### src/rtl/mdcdiv_pkg.sv
package mdcdiv_pkg;

  // Control-to-datapath strobes
  typedef struct packed {
    logic clear;  // hold counter and output idle
    logic wrap;   // half period complete: reload and toggle
  } mdcStrobe_t;

  // Largest half ratio, used for reserved codes
  localparam int unsigned MAX_HALF = 61;

  // Half of the division ratio selected by a range code
  function automatic int unsigned halfRatio(input logic [3:0] code, input logic fastEn);
    int unsigned h;
    if (code[3]) begin
      if (fastEn) h = 2 + int'(code[2:0]);
      else        h = MAX_HALF;
    end else begin
      case (code[2:0])
        3'd0:    h = 21;
        3'd1:    h = 31;
        3'd2:    h = 8;
        3'd3:    h = 13;
        3'd4:    h = 51;
        3'd5:    h = 61;
        default: h = MAX_HALF;
      endcase
    end
    return h;
  endfunction

endpackage

### src/rtl/mdcdiv_ctrl.sv
module mdcdiv_ctrl
  import mdcdiv_pkg::*;
#(
  parameter int CNT_W   = 6,
  parameter bit FAST_EN = 1'b1
) (
  input  logic             clk,
  input  logic             rst,
  input  logic             en,
  input  logic [3:0]       rangeCode,
  input  logic [CNT_W-1:0] cnt,
  input  logic             mdc,
  output mdcStrobe_t       strobe
);

  logic [CNT_W-1:0] halfReg;
  logic [CNT_W-1:0] nextHalf;
  logic             wrap;
  logic             capture;

  assign nextHalf = CNT_W'(halfRatio(rangeCode, FAST_EN));
  assign wrap     = en && (cnt == halfReg - 1'b1);
  // Latch a new ratio only at the end of a full period or while idle
  assign capture  = !en || (wrap && mdc);

  always_ff @(posedge clk) begin
    if (rst)          halfReg <= CNT_W'(MAX_HALF);
    else if (capture) halfReg <= nextHalf;
  end

  assign strobe.clear = !en;
  assign strobe.wrap  = wrap;


  ratio_hold_chk: assert property (@(posedge clk) disable iff (rst)
    (en && !(wrap && mdc)) |=> $stable(halfReg));


  cnt_bound_chk: assert property (@(posedge clk) disable iff (rst)
    en |-> (cnt < halfReg));

endmodule

### src/rtl/mdcdiv_dpath.sv
module mdcdiv_dpath
  import mdcdiv_pkg::*;
#(
  parameter int CNT_W = 6
) (
  input  logic             clk,
  input  logic             rst,
  input  mdcStrobe_t       strobe,
  output logic [CNT_W-1:0] cnt,
  output logic             mdc,
  output logic             mdcRise,
  output logic             mdcFall
);

  always_ff @(posedge clk) begin
    if (rst || strobe.clear) begin
      cnt     <= '0;
      mdc     <= 1'b0;
      mdcRise <= 1'b0;
      mdcFall <= 1'b0;
    end else begin
      if (strobe.wrap) begin
        cnt <= '0;
        mdc <= ~mdc;
      end else begin
        cnt <= cnt + 1'b1;
      end
      mdcRise <= strobe.wrap & ~mdc;
      mdcFall <= strobe.wrap & mdc;
    end
  end


  idle_low_chk: assert property (@(posedge clk) disable iff (rst)
    strobe.clear |=> (!mdc && !mdcRise && !mdcFall && cnt == '0));


  pulse_excl_chk: assert property (@(posedge clk) disable iff (rst)
    $onehot0({mdcRise, mdcFall}));


  rise_align_chk: assert property (@(posedge clk) disable iff (rst)
    $rose(mdc) |-> mdcRise);


  fall_align_chk: assert property (@(posedge clk) disable iff (rst)
    mdcFall |-> (!mdc && $past(mdc)));

endmodule

### src/rtl/mdc_clk_gen.sv
module mdc_clk_gen
  import mdcdiv_pkg::*;
#(
  parameter int CNT_W   = 6,
  parameter bit FAST_EN = 1'b1
) (
  input  logic       clk,
  input  logic       rst,
  input  logic       en,
  input  logic [3:0] rangeCode,
  output logic       mdc,
  output logic       mdcRise,
  output logic       mdcFall
);

  mdcStrobe_t       strobe;
  logic [CNT_W-1:0] cnt;

  mdcdiv_ctrl #(.CNT_W(CNT_W), .FAST_EN(FAST_EN)) u_ctrl (
    .clk(clk), .rst(rst), .en(en), .rangeCode(rangeCode),
    .cnt(cnt), .mdc(mdc), .strobe(strobe)
  );

  mdcdiv_dpath #(.CNT_W(CNT_W)) u_dpath (
    .clk(clk), .rst(rst), .strobe(strobe), .cnt(cnt),
    .mdc(mdc), .mdcRise(mdcRise), .mdcFall(mdcFall)
  );

endmodule

### config.mk
export PLATFORM = sky130hd
export DESIGN_NAME = mdc_clk_gen
export DESIGN_NICKNAME = d
export VERILOG_FILES = /design/src/rtl/mdcdiv_pkg.sv /design/src/rtl/mdcdiv_ctrl.sv /design/src/rtl/mdcdiv_dpath.sv /design/src/rtl/mdc_clk_gen.sv
export SDC_FILE = /design/constraint.sdc
export NUM_CORES = 1
export LEC_CHECK = 0
export ABC_AREA = 1
export ABC_CLOCK_PERIOD_IN_PS = 2100
export BUFFER_PORTS_ARGS = -buffer_cell sky130_fd_sc_hd__buf_2
export CAP_MARGIN = 20
export CORE_ASPECT_RATIO = 1.2
export CORE_UTILIZATION = 55
export DETAILED_ROUTE_END_ITERATION = 10
export PLACE_DENSITY = 0.76
export SLEW_MARGIN = 20
export SYNTH_ARGS = -nofsm -noshare
export SYNTH_HDL_FRONTEND = slang
export SYNTH_SLANG_ARGS = --single-unit
### constraint.sdc
create_clock -name clk -period 2.1 [get_ports clk]
set_clock_uncertainty 0.1 [all_clocks]
set_input_delay 0.315 -clock clk [delete_from_list [all_inputs] [get_ports clk]]
set_output_delay 0.315 -clock clk [all_outputs]
set_load 0.03 [all_outputs]
==> flow_summary.toml <==
[sta]
fmax_mhz = 533
setup_viol_count_final = 0
setup_tns_ns = 0
worstMarginPinSlew_ns = 0.344
period_needed_ns = 1.88
max_slew_margin_pct = 77.0
rsz0062_at_grt = "no"
finalMaxSlewViolations = 0
hold_violations = 0
fin_crit_sh_pct = 89.3
setup_ws_ns = 0.225

[clocking]
cts_buffer_depth = 2
clock-root-buffer = "clkbuf_4"
clk_pin_slew_ns = 0.09
cts_made_buffers = 3
clock_sinks = 15
htree_levels = 1
cts_resized = 0
post-cts-setup-buffer-count = 0
clock_latency_ns = 0.29
cts_tree = "built"
ctsHoldBuffers = 0

[worst_hold_path]
hold_end = "u_ctrl.halfReg[0]$_SDFFE_PP1P_"
hp-class = "in -> reg"
hold_start = "rangeCode[0]"
hold_path_depth = 3

[setup_path]
slowest_stage = "dfxtp_1"
cpLargestDelayFamily = "simple AND/OR/NAND/NOR gates"
critPathBufInv = 1
crit_arrival_ns = 1.97
path_cells = "inv_2, ha_1, xnor2_1, nor2_1, nand2_1, nor2_2, nand3_4, nand2_4, nand2_1, nand2_1, nor2_2"
rr_startpoint = "u_ctrl.halfReg[0]$_SDFFE_PP1P_"
worstReg2RegEnd = "u_ctrl.halfReg[1]$_SDFFE_PP0P_"
rrSetupSlack_ns = 0.22
critPathKind = "reg -> reg"
start_kind = "register"
cp-end-kind = "register"
required_ns = 2.20
crit_fanout = 8
cp_common_cell = "nand2_1"
rr_worst_depth = 11
crit_path_max_incr_delay_ns = 0.39

[synthesis]
synth.area.top_cells = "dfxtp_1 (35%), nand2_1 (14%), nand3_1 (8.8%)"
netlist.area_leader.share_pct = 35.0
syn_area_um2 = 857
synth_top_area_cell = "dfxtp_1"
synth_cells = 124
synth-seq-cells = 15
ys_seq_area_share_pct = 35.0
ys_warn_count = 0
syn-num-nets = 135
avgSynthCellArea_um2 = 6.91
synth.distinct_cells = 23

[pwr]
swShare_pct = 28.0
p_total_uw = 559
clkPwrFrac_pct = 29.9
power_frac_seq_pct = 54.7
combPwrFrac_pct = 15.4
vdd_ir_drop_max_v = 0.000380
p_int_uw = 403
power.leakage_nw = 0.458
power_density_nw_per_um2 = 593
p_sw_uw = 156

[route]
wl_met3_um = 80
num_vias = 802
drt-met1-wl_um = 713
drt-pass1-iter-count = 5
drc_errors = 0
vias_per_cell = 5.24
wl_per_cell_um = 10.3
drt-total-wl_um = 1580
wl_met2_um = 711
antenna_left = 0
dr.max_layer_used = "met4"
drt_iter0_drc = 21

[floorplanning]
die_h_um = 45.2
boundaryPins = 10
dieArea_um2 = 1720
coreArea_um2 = 1450
die_w_um = 38.0
initial_core_util_pct = 59.3
std_cell_rows = 15

[global_route]
grt_max_degree = 10
grt_pass1_wl_um = 2620
track_usage_pct = 22.2
grt_overflow = 0
antenna_found_initial = 0
grt_pass1_vias = 662

[layout]
antenna_cells = 0
drive_gt1_share_pct = 16.2
area_growth_pct = 9.93
nNetsFinal = 148
postLayoutCoreUtil_pct = 65.2
mostFrequentLayoutCells = "nand2_1 (33), nor2_1 (16), nand3_1 (15), dfxtp_1 (15), inv_1 (11)"
final_common_cell = "nand2_1"

[placement]
preCtsSetupSlack_ns = 0.237
portBuffers = 9
place_congestion = 0.756
dpl.hpwl_um = 1220

[job]
drv_cap = 0

[status]
status = "finished, final reports clean"
[per-stage QoR]
stage,hold slack [ns],std cells,instance area (µm²)
6_report,0.193,153,942
2_1_floorplan,0.346,124,857
5_1_grt,0.195,153,942
3_3_place_gp,0.386,149,916
3_5_place_dp,0.396,149,916
4_1_cts,0.182,153,942
[logic make-up (layout without fill, tap and decap cells)]
family | after synthesis | count (layout) | share of synthesized area (%)
flops | 15 | 15 | 35.0
fa+ha+maj | 4 | 4 | 5.84
compound gates | 8 | 8 | 5.11
buf+inv | 17 | 29 | 7.88
xor+xnor | 5 | 5 | 5.11
simple gates | 75 | 75 | 41.0
[final cells by class]
cell class,instances,area [µm²]
Sequential cell,15,300
Clock buffer,4,26.3
Inverter,16,60.1
Fill cell,143,503
Tap cell,17,21.3
Multi-Input combinational cell,92,489
Timing Repair Buffer,9,45.0
[synthesized netlist by cell type (all sizes together)]
| master | instances |
|---|---|
| nand2 | 34 |
| nor2 | 18 |
| nand3 | 17 |
| inv | 16 |
| dfxtp | 15 |
| ha | 4 |
| o21ai | 4 |
| xor2 | 4 |
| nor3b | 3 |
| a21oi | 2 |
| a31oi | 1 |
| buf | 1 |
| nand3b | 1 |
| nand4 | 1 |
| nor3 | 1 |
| o211ai | 1 |
| xnor2 | 1 |
[worst min-delay path, cell delays in order]
cell and delay, ns:
buf_2 0.11, o21ai_1 0.08, nand3_1 0.06
[per-layer routing]
layer | vias up | GRT usage, %
li1 | 421 | -
met1 | 335 | 27.6
met2 | 36 | 34.2
met3 | 10 | 4.43
met4 | 0 | 15.0
met5 | - | 0
[power groups by stage]
stage	Sequential (mW)	Combinational, mW	Clock (mW)
floorplan	0.309	0.0667	0
global placement	0.312	0.0830	0
detailed placement	0.312	0.0850	0
CTS	0.306	0.0858	0.170
global route	0.307	0.0991	0.179
finish	0.306	0.0859	0.167
[flip-flops by register name, summed over array words and instances (netlist names)]
name / count
u_ctrl.halfReg: 6
u_dpath.cnt: 6
u_dpath.mdc: 1
u_dpath.mdcFall: 1
u_dpath.mdcRise: 1
[worst max path at each step]
stage,endpoint,cells past startpoint,slack (ns),from
after CTS,u_ctrl.halfReg[1]$_SDFFE_PP0P_,11,0.21,u_ctrl.halfReg[0]$_SDFFE_PP1P_
after floorplan,u_ctrl.halfReg[1]$_SDFFE_PP0P_,11,0.36,u_ctrl.halfReg[0]$_SDFFE_PP1P_
after global routing,u_ctrl.halfReg[1]$_SDFFE_PP0P_,11,0.03,u_ctrl.halfReg[0]$_SDFFE_PP1P_
after detailed placement,u_ctrl.halfReg[1]$_SDFFE_PP0P_,11,0.24,u_ctrl.halfReg[0]$_SDFFE_PP1P_
after global placement,u_ctrl.halfReg[1]$_SDFFE_PP0P_,11,0.31,u_ctrl.halfReg[0]$_SDFFE_PP1P_
final,u_ctrl.halfReg[1]$_SDFFE_PP0P_,11,0.22,u_ctrl.halfReg[0]$_SDFFE_PP1P_
Power figures use the tool's default switching activity.
